--- config.mk ---
export PLATFORM = sky130hd
export DESIGN_NAME = hbridge_regbank
export DESIGN_NICKNAME = d
export VERILOG_FILES = /design/src/rtl/hbridge_pkg.sv /design/src/rtl/hb_host_regs.sv /design/src/rtl/hb_tgt_port.sv /design/src/rtl/hb_mem_window.sv /design/src/rtl/hbridge_regbank.sv
export SDC_FILE = /design/constraint.sdc
export NUM_CORES = 1
export LEC_CHECK = 0
export BUFFER_PORTS_ARGS = -buffer_cell sky130_fd_sc_hd__buf_2
export CORE_UTILIZATION = 34
export CTS_BUF_LIST = sky130_fd_sc_hd__clkbuf_16
export DETAILED_ROUTE_END_ITERATION = 10
export PLACE_DENSITY = 0.77
export SYNTH_ARGS = -nofsm -noshare
export SYNTH_HDL_FRONTEND = slang
export SYNTH_SLANG_ARGS = --single-unit
--- constraint.sdc ---
create_clock -name clk_i -period 1.05 [get_ports clk_i]
set_input_delay 0.0525 -clock clk_i [delete_from_list [all_inputs] [get_ports clk_i]]
set_output_delay 0.0525 -clock clk_i [all_outputs]
set_load 0.03 [all_outputs]
--- src/rtl/hbridge_pkg.sv ---
`timescale 1ns/1ps
package hbridge_pkg;
  localparam logic [11:0] OFF_ID   = 12'h000;
  localparam logic [11:0] OFF_CTRL = 12'h400;
  localparam logic [11:0] OFF_DOWN = 12'h800;
  localparam logic [11:0] OFF_PAGE = 12'hA00;
  localparam logic [11:0] OFF_UPI  = 12'hC00;
  localparam logic [11:0] OFF_UPS  = 12'hE00;
  localparam int BIT_RST = 1;
  localparam int BIT_NMI = 2;
  localparam logic [31:0] TGT_UPI  = 32'h1800_0000;
  localparam logic [31:0] TGT_UPS  = 32'h1800_0400;
  localparam logic [31:0] TGT_DOWN = 32'h1800_0800;
endpackage

--- src/rtl/hb_host_regs.sv ---
`timescale 1ns/1ps
module hb_host_regs import hbridge_pkg::*; #(
  parameter int HADDR_W  = 21,
  parameter int DATA_W   = 32,
  parameter int MBOX_W   = 6,
  parameter int PAGE_W   = 4,
  parameter int PAGE_LSB = 20,
  parameter int ID_W     = 8,
  parameter logic [ID_W-1:0] PROD_ID = 8'h5A
) (
  input  logic               clk_i,
  input  logic               rst_ni,
  input  logic               req_i,
  input  logic               we_i,
  input  logic [HADDR_W-1:0] addr_i,
  input  logic [DATA_W-1:0]  wdata_i,
  input  logic               win_hit_i,
  input  logic [MBOX_W-1:0]  mb_int_i,
  input  logic [MBOX_W-1:0]  mb_sync_i,
  output logic [MBOX_W-1:0]  mbox_dn_o,
  output logic [PAGE_W-1:0]  page_o,
  output logic               rst_pulse_o,
  output logic               nmi_pulse_o,
  output logic               rd_int_o,
  output logic [DATA_W-1:0]  rdata_o,
  output logic               rd_mem_o
);
  logic wr, rd, wr_ctrl, wr_down, wr_page;
  logic [DATA_W-1:0] rd_val;
  logic unused_wd;

  assign wr      = req_i & we_i;
  assign rd      = req_i & ~we_i;
  assign wr_ctrl = wr & (addr_i == HADDR_W'(OFF_CTRL));
  assign wr_down = wr & (addr_i == HADDR_W'(OFF_DOWN));
  assign wr_page = wr & (addr_i == HADDR_W'(OFF_PAGE));
  assign rd_int_o = rd & (addr_i == HADDR_W'(OFF_UPI));
  assign unused_wd = ^wdata_i;

  always_comb begin
    rd_val = '0;
    if (addr_i == HADDR_W'(OFF_ID))   rd_val[ID_W-1:0]          = PROD_ID;
    if (addr_i == HADDR_W'(OFF_DOWN)) rd_val[MBOX_W-1:0]        = mbox_dn_o;
    if (addr_i == HADDR_W'(OFF_PAGE)) rd_val[PAGE_LSB +: PAGE_W] = page_o;
    if (addr_i == HADDR_W'(OFF_UPI))  rd_val[MBOX_W-1:0]        = mb_int_i;
    if (addr_i == HADDR_W'(OFF_UPS))  rd_val[MBOX_W-1:0]        = mb_sync_i;
  end

  always_ff @(posedge clk_i or negedge rst_ni) begin
    if (!rst_ni) begin
      mbox_dn_o   <= '0;
      page_o      <= '0;
      rst_pulse_o <= 1'b0;
      nmi_pulse_o <= 1'b0;
      rdata_o     <= '0;
      rd_mem_o    <= 1'b0;
    end else begin
      rst_pulse_o <= wr_ctrl & wdata_i[BIT_RST];
      nmi_pulse_o <= wr_ctrl & wdata_i[BIT_NMI];
      if (wr_down) mbox_dn_o <= wdata_i[MBOX_W-1:0];
      if (wr_page) page_o    <= wdata_i[PAGE_LSB +: PAGE_W];
      rd_mem_o <= rd & win_hit_i;
      rdata_o  <= (rd && !win_hit_i) ? rd_val : '0;
    end
  end

  // a pulse only follows a control write with its bit set
  a_r3_rst_src: assert property (@(posedge clk_i) disable iff (!rst_ni)
    rst_pulse_o |-> $past(req_i && we_i && addr_i == HADDR_W'(OFF_CTRL) && wdata_i[BIT_RST]));
  a_r3_nmi_src: assert property (@(posedge clk_i) disable iff (!rst_ni)
    nmi_pulse_o |-> $past(req_i && we_i && addr_i == HADDR_W'(OFF_CTRL) && wdata_i[BIT_NMI]));
  // page changes only on a page write
  a_r5_page_hold: assert property (@(posedge clk_i) disable iff (!rst_ni)
    !wr_page |=> $stable(page_o));
  a_r11_down_hold: assert property (@(posedge clk_i) disable iff (!rst_ni)
    !wr_down |=> $stable(mbox_dn_o));
endmodule

--- src/rtl/hb_tgt_port.sv ---
`timescale 1ns/1ps
module hb_tgt_port import hbridge_pkg::*; #(
  parameter int TADDR_W = 32,
  parameter int MBOX_W  = 6
) (
  input  logic               clk_i,
  input  logic               rst_ni,
  input  logic               req_i,
  input  logic               we_i,
  input  logic [TADDR_W-1:0] addr_i,
  input  logic [MBOX_W-1:0]  wdata_i,
  input  logic [MBOX_W-1:0]  mbox_dn_i,
  input  logic               rd_int_i,
  output logic [MBOX_W-1:0]  mb_int_o,
  output logic [MBOX_W-1:0]  mb_sync_o,
  output logic               irq_o,
  output logic [MBOX_W-1:0]  rdata_o
);
  logic wr_int, wr_sync, rd_down;

  assign wr_int  = req_i & we_i  & (addr_i == TADDR_W'(TGT_UPI));
  assign wr_sync = req_i & we_i  & (addr_i == TADDR_W'(TGT_UPS));
  assign rd_down = req_i & ~we_i & (addr_i == TADDR_W'(TGT_DOWN));

  always_ff @(posedge clk_i or negedge rst_ni) begin
    if (!rst_ni) begin
      mb_int_o  <= '0;
      mb_sync_o <= '0;
      irq_o     <= 1'b0;
      rdata_o   <= '0;
    end else begin
      if (wr_int)  mb_int_o  <= wdata_i;
      if (wr_sync) mb_sync_o <= wdata_i;
      // a new post wins over the clearing read
      if (wr_int)        irq_o <= 1'b1;
      else if (rd_int_i) irq_o <= 1'b0;
      rdata_o <= rd_down ? mbox_dn_i : '0;
    end
  end

  a_r7_irq_set: assert property (@(posedge clk_i) disable iff (!rst_ni)
    wr_int |=> irq_o);
  a_r8_sync_quiet: assert property (@(posedge clk_i) disable iff (!rst_ni)
    (!irq_o && wr_sync) |=> !irq_o);
  a_r9_irq_hold: assert property (@(posedge clk_i) disable iff (!rst_ni)
    (irq_o && !rd_int_i) |=> irq_o);
  a_r4_tgt_read: assert property (@(posedge clk_i) disable iff (!rst_ni)
    rd_down |=> (rdata_o == $past(mbox_dn_i)));
endmodule

--- src/rtl/hb_mem_window.sv ---
`timescale 1ns/1ps
module hb_mem_window #(
  parameter int HADDR_W = 21,
  parameter int WIN_W   = 20,
  parameter int PAGE_W  = 4,
  parameter int DATA_W  = 32,
  localparam int MADDR_W = PAGE_W + WIN_W
) (
  input  logic               req_i,
  input  logic               we_i,
  input  logic [HADDR_W-1:0] addr_i,
  input  logic [DATA_W-1:0]  wdata_i,
  input  logic [PAGE_W-1:0]  page_i,
  output logic               hit_o,
  output logic               mem_req_o,
  output logic               mem_we_o,
  output logic [MADDR_W-1:0] mem_addr_o,
  output logic [DATA_W-1:0]  mem_wdata_o
);
  assign hit_o       = addr_i[HADDR_W-1:WIN_W] == (HADDR_W-WIN_W)'(1);
  assign mem_req_o   = req_i & hit_o;
  assign mem_we_o    = mem_req_o & we_i;
  assign mem_addr_o  = {page_i, addr_i[WIN_W-1:0]};
  assign mem_wdata_o = wdata_i;
endmodule

--- src/rtl/hbridge_regbank.sv ---
`timescale 1ns/1ps
module hbridge_regbank #(
  parameter int HADDR_W = 21,
  parameter int TADDR_W = 32,
  parameter int DATA_W  = 32,
  parameter int MBOX_W  = 6,
  parameter int PAGE_W  = 4,
  parameter int WIN_W   = 20,
  parameter int ID_W    = 8,
  parameter logic [ID_W-1:0] PROD_ID = 8'h5A,
  localparam int MADDR_W = PAGE_W + WIN_W
) (
  input  logic               clk_i,
  input  logic               rst_ni,
  input  logic               h_req_i,
  input  logic               h_we_i,
  input  logic [HADDR_W-1:0] h_addr_i,
  input  logic [DATA_W-1:0]  h_wdata_i,
  output logic [DATA_W-1:0]  h_rdata_o,
  input  logic               t_req_i,
  input  logic               t_we_i,
  input  logic [TADDR_W-1:0] t_addr_i,
  input  logic [MBOX_W-1:0]  t_wdata_i,
  output logic [MBOX_W-1:0]  t_rdata_o,
  output logic               mem_req_o,
  output logic               mem_we_o,
  output logic [MADDR_W-1:0] mem_addr_o,
  output logic [DATA_W-1:0]  mem_wdata_o,
  input  logic [DATA_W-1:0]  mem_rdata_i,
  output logic               host_irq_o,
  output logic               tgt_rst_o,
  output logic               tgt_nmi_o
);
  logic              win_hit, rd_int, rd_mem_q;
  logic [MBOX_W-1:0] mbox_dn, mb_int, mb_sync;
  logic [PAGE_W-1:0] page;
  logic [DATA_W-1:0] reg_rdata;

  hb_mem_window #(.HADDR_W(HADDR_W), .WIN_W(WIN_W), .PAGE_W(PAGE_W), .DATA_W(DATA_W)) u_win (
    .req_i(h_req_i), .we_i(h_we_i), .addr_i(h_addr_i), .wdata_i(h_wdata_i), .page_i(page),
    .hit_o(win_hit), .mem_req_o(mem_req_o), .mem_we_o(mem_we_o),
    .mem_addr_o(mem_addr_o), .mem_wdata_o(mem_wdata_o));

  hb_host_regs #(.HADDR_W(HADDR_W), .DATA_W(DATA_W), .MBOX_W(MBOX_W), .PAGE_W(PAGE_W),
                 .PAGE_LSB(WIN_W), .ID_W(ID_W), .PROD_ID(PROD_ID)) u_host (
    .clk_i, .rst_ni, .req_i(h_req_i), .we_i(h_we_i), .addr_i(h_addr_i), .wdata_i(h_wdata_i),
    .win_hit_i(win_hit), .mb_int_i(mb_int), .mb_sync_i(mb_sync),
    .mbox_dn_o(mbox_dn), .page_o(page), .rst_pulse_o(tgt_rst_o), .nmi_pulse_o(tgt_nmi_o),
    .rd_int_o(rd_int), .rdata_o(reg_rdata), .rd_mem_o(rd_mem_q));

  hb_tgt_port #(.TADDR_W(TADDR_W), .MBOX_W(MBOX_W)) u_tgt (
    .clk_i, .rst_ni, .req_i(t_req_i), .we_i(t_we_i), .addr_i(t_addr_i), .wdata_i(t_wdata_i),
    .mbox_dn_i(mbox_dn), .rd_int_i(rd_int), .mb_int_o(mb_int), .mb_sync_o(mb_sync),
    .irq_o(host_irq_o), .rdata_o(t_rdata_o));

  assign h_rdata_o = rd_mem_q ? mem_rdata_i : reg_rdata;

  // window address carries the stored page
  a_r6_page_in_addr: assert property (@(posedge clk_i) disable iff (!rst_ni)
    mem_req_o |-> (mem_addr_o[MADDR_W-1:WIN_W] == page));
endmodule

==> results_dict.tcl <==
set metrics [dict create \
    tightest_slew_ns 0.4021 \
    die_y_um 88.65 \
    p_leak_nw 2.240 \
    power_mw 4.262 \
    setup.worst_path.end "h_rdata_o[1]" \
    io_pins 228 \
    synth_nets 363 \
    synth_cell_types 31 \
    crit_chain "buf_12, mux2_2, buf_6" \
    worst_skew_pair.late_latency_ns 0.28 \
    crit_type "flip-flop to output pin" \
    syn-mean-instance-area_um2 10.91 \
    cts_max_path_buffers 2 \
    cts_tree "yes" \
    drc 0 \
    initial_utilization 0.3519 \
    yosys-top-cells-count "buf_4, dfrtp_1, and2_1, mux2_2" \
    fp-row-count 31 \
    rr_startpoint "u_host.mbox_dn_o[0]" \
    cts_made_buffers 5 \
    critPathTopFamily "flip-flops" \
    nets 520 \
    synth_top_area_frac 0.4216 \
    ys_async_sr_fraction 1.000 \
    fillers 575 \
    drv_slew 0 \
    clock_sinks 43 \
    cp_data_arrival_time_ns 1.31 \
    vias 2297 \
    drt.antenna.violating_nets 0 \
    ys_seq_area_frac 0.4216 \
    wl_per_cell_um 16.33 \
    crit_path_end_kind "output pin" \
    crit_start "u_host.rd_mem_o" \
    fin_crit_ns 1.361 \
    crit_fanout 17 \
    crit_buf_inv 2 \
    core_um2 7253 \
    slowest_delay_ns 0.37 \
    power_density_nw_per_um2 1014 \
    syn_inst 234 \
    htreeDepth 2 \
    groute.usage.overall 0.1920 \
    setup_viol 66 \
    ir_drop_uv 679.1 \
    r2r.worst_path.cells 3 \
    die_w_um 88.65 \
    critPathSlowestCell "dfrtp_1" \
    reg2reg_slack_ns 0.13 \
    setup_ws_ns -0.3115 \
    skew_ns 0.004391 \
    rsz0062_at_grt "yes" \
    synth-edff-count 0 \
    violations "setup timing" \
    dp_cells 479 \
    yosysMostFrequentCell "buf_4" \
    antenna_found_initial 0 \
    fin_crit_sh 1.297 \
    slew_headroom 0.7282 \
    cap_violations 0 \
    run_status "finished with violations" \
    ys.flop_type "dfrtp_1" \
    gp_congestion 0.7452 \
    synth.largest_area_cell "dfrtp_1" \
    required_ns 1.00 \
    clk_pin_slew_ns 0.06 \
    start_kind "flip-flop" \
    grt_pass1_vias 2326 \
    dieArea_um2 7858 \
    io_buffers 183 \
    stdcell_count 491 \
    yosysWarningCount 0 \
    final_layout_size_suffix_gt1_frac 0.7066 \
    syn_area_um2 2552 \
    register_area_um2 1076 \
    multi_input_area_um2 1369 \
    drt_wl_total_mm 8.018 \
    path_depth 3 \
    grt-ovfl-total 0 \
    hold_violations 0 \
    synth_area_leaders "dfrtp_1, buf_4, mux2_2" \
    drt_iter0_markers 74 \
    dpl.hpwl_mm 5.837 \
    clock-root-buffer "clkbuf_16" \
    hp-class "input pin to flip-flop" \
    fmax_ghz 0.7345 \
    vias_per_cell 4.678 \
    rr_endpoint "u_host.rdata_o[0]" \
    n_antenna_cell 0 \
    drt_first_pass_iters 4 \
    grt_max_degree 44 \
    area_growth_pct 64.61 \
    grt_pass1_wl_mm 11.27 \
    ys_ff_latch 43 \
]
==> worst min-delay path by stage <==
stage                   from                   to  slack (ns)  depth (start not counted)
6_report       h_wdata_i[21]     u_host.page_o[1]        0.02                          2
5_1_grt         t_wdata_i[1]   u_tgt.mb_sync_o[1]        0.02                          2
4_1_cts        h_wdata_i[23]     u_host.page_o[3]        0.01                          2
3_5_place_dp          rst_ni   u_host.rdata_o[20]        0.04                          2
3_3_place_gp          rst_ni   u_host.rdata_o[20]        0.04                          2
2_1_floorplan         rst_ni  u_host.mbox_dn_o[0]       -0.24                          0
==> final cells by class <==
class,instances,share of cell area
Tap cell,99,0.02948
Sequential cell,43,0.2561
Inverter,3,0.002680
Multi-Input combinational cell,128,0.3258
Timing Repair Buffer,210,0.3457
Clock inverter,3,0.01042
Clock buffer,5,0.02978
==> report_power, final <==
part | internal, mW | switching [mW]
Combinational | 0.393 | 0.481
Clock | 1.12 | 0.609
Sequential | 1.66 | 0.00115
==> layer usage <==
layer / vias to the layer above / wire, µm / GRT usage / part of all wire
met5: - / 0 / 0 / 0
met4: 0 / 244 / 0.07625 / 0.030
met3: 22 / 512 / 0.03638 / 0.064
met2: 127 / 4545 / 0.3832 / 0.57
met1: 1080 / 2716 / 0.1930 / 0.34
li1: 1068 / - / - / -
==> layout by cell type, fill, tap and decap left out, types with 2 or more instances in the layout <==
cell type    n
nand2_1      4
nor4_2       2
buf_4       19
nand2b_1     2
nor2_1       4
buf_12       2
and3_1       8
nor4b_4      5
mux2_4      32
nand4_1      3
and2_1      25
buf_6       51
nor4_4       9
o21ai_0      3
o22ai_1      3
nand3_1      3
and2_4       5
dfrtp_1     43
clkbuf_16    5
nor2b_1      3
buf_2      137
mux2i_1      6
inv_1        3
==> cell families after synthesis <==
logic type | count (synthesis) | synth area share
DFF | 43 | 0.4216
buffers and inverters | 63 | 0.1721
muxes | 39 | 0.1779
and+or+nand+nor | 82 | 0.2122
AOI/OAI and AO/OA | 7 | 0.01618
==> state kept, by name, indices dropped and copies added, names as in the netlist <==
register,cells
u_host.rdata_o,11
u_host.mbox_dn_o,6
u_tgt.mb_int_o,6
u_tgt.mb_sync_o,6
u_tgt.rdata_o,6
u_host.page_o,4
u_host.nmi_pulse_o,1
u_host.rd_mem_o,1
u_host.rst_pulse_o,1
u_tgt.irq_o,1
==> what timing repair did <==
| item | CTS | global route |
|---|---|---|
| pin swaps | 14 | 8 |
| hold endpoints to repair | 43 | 0 |
| setup buffers | 1 | 3 |
| cloned | 1 | 0 |
| endpoints found under the setup margin | 72 | 72 |
| gates resized for setup | 102 | 23 |
| hold buffers | 1 | 0 |
==> metrics by stage <==
| stage | area, µm² | setup WS [ns] | TNS (ns) | hold slack [ns] | util |
|---|---|---|---|---|---|
| finish | 4202 | -0.3115 | -15.40 | 0.01594 | 0.5793 |
| global route | 4202 | -0.3577 | -19.54 | 0.01838 | 0.5793 |
| floorplan | 2711 | -0.4522 | -12.48 | -0.2431 | - |
| CTS | 4078 | -0.3223 | -15.44 | 0.01362 | 0.5622 |
| detailed placement | 3510 | -0.6373 | -21.07 | 0.04386 | 0.4839 |
| global placement | 3510 | -0.5878 | -18.88 | 0.03697 | 0.4839 |
(Power assumes the default switching activity.)
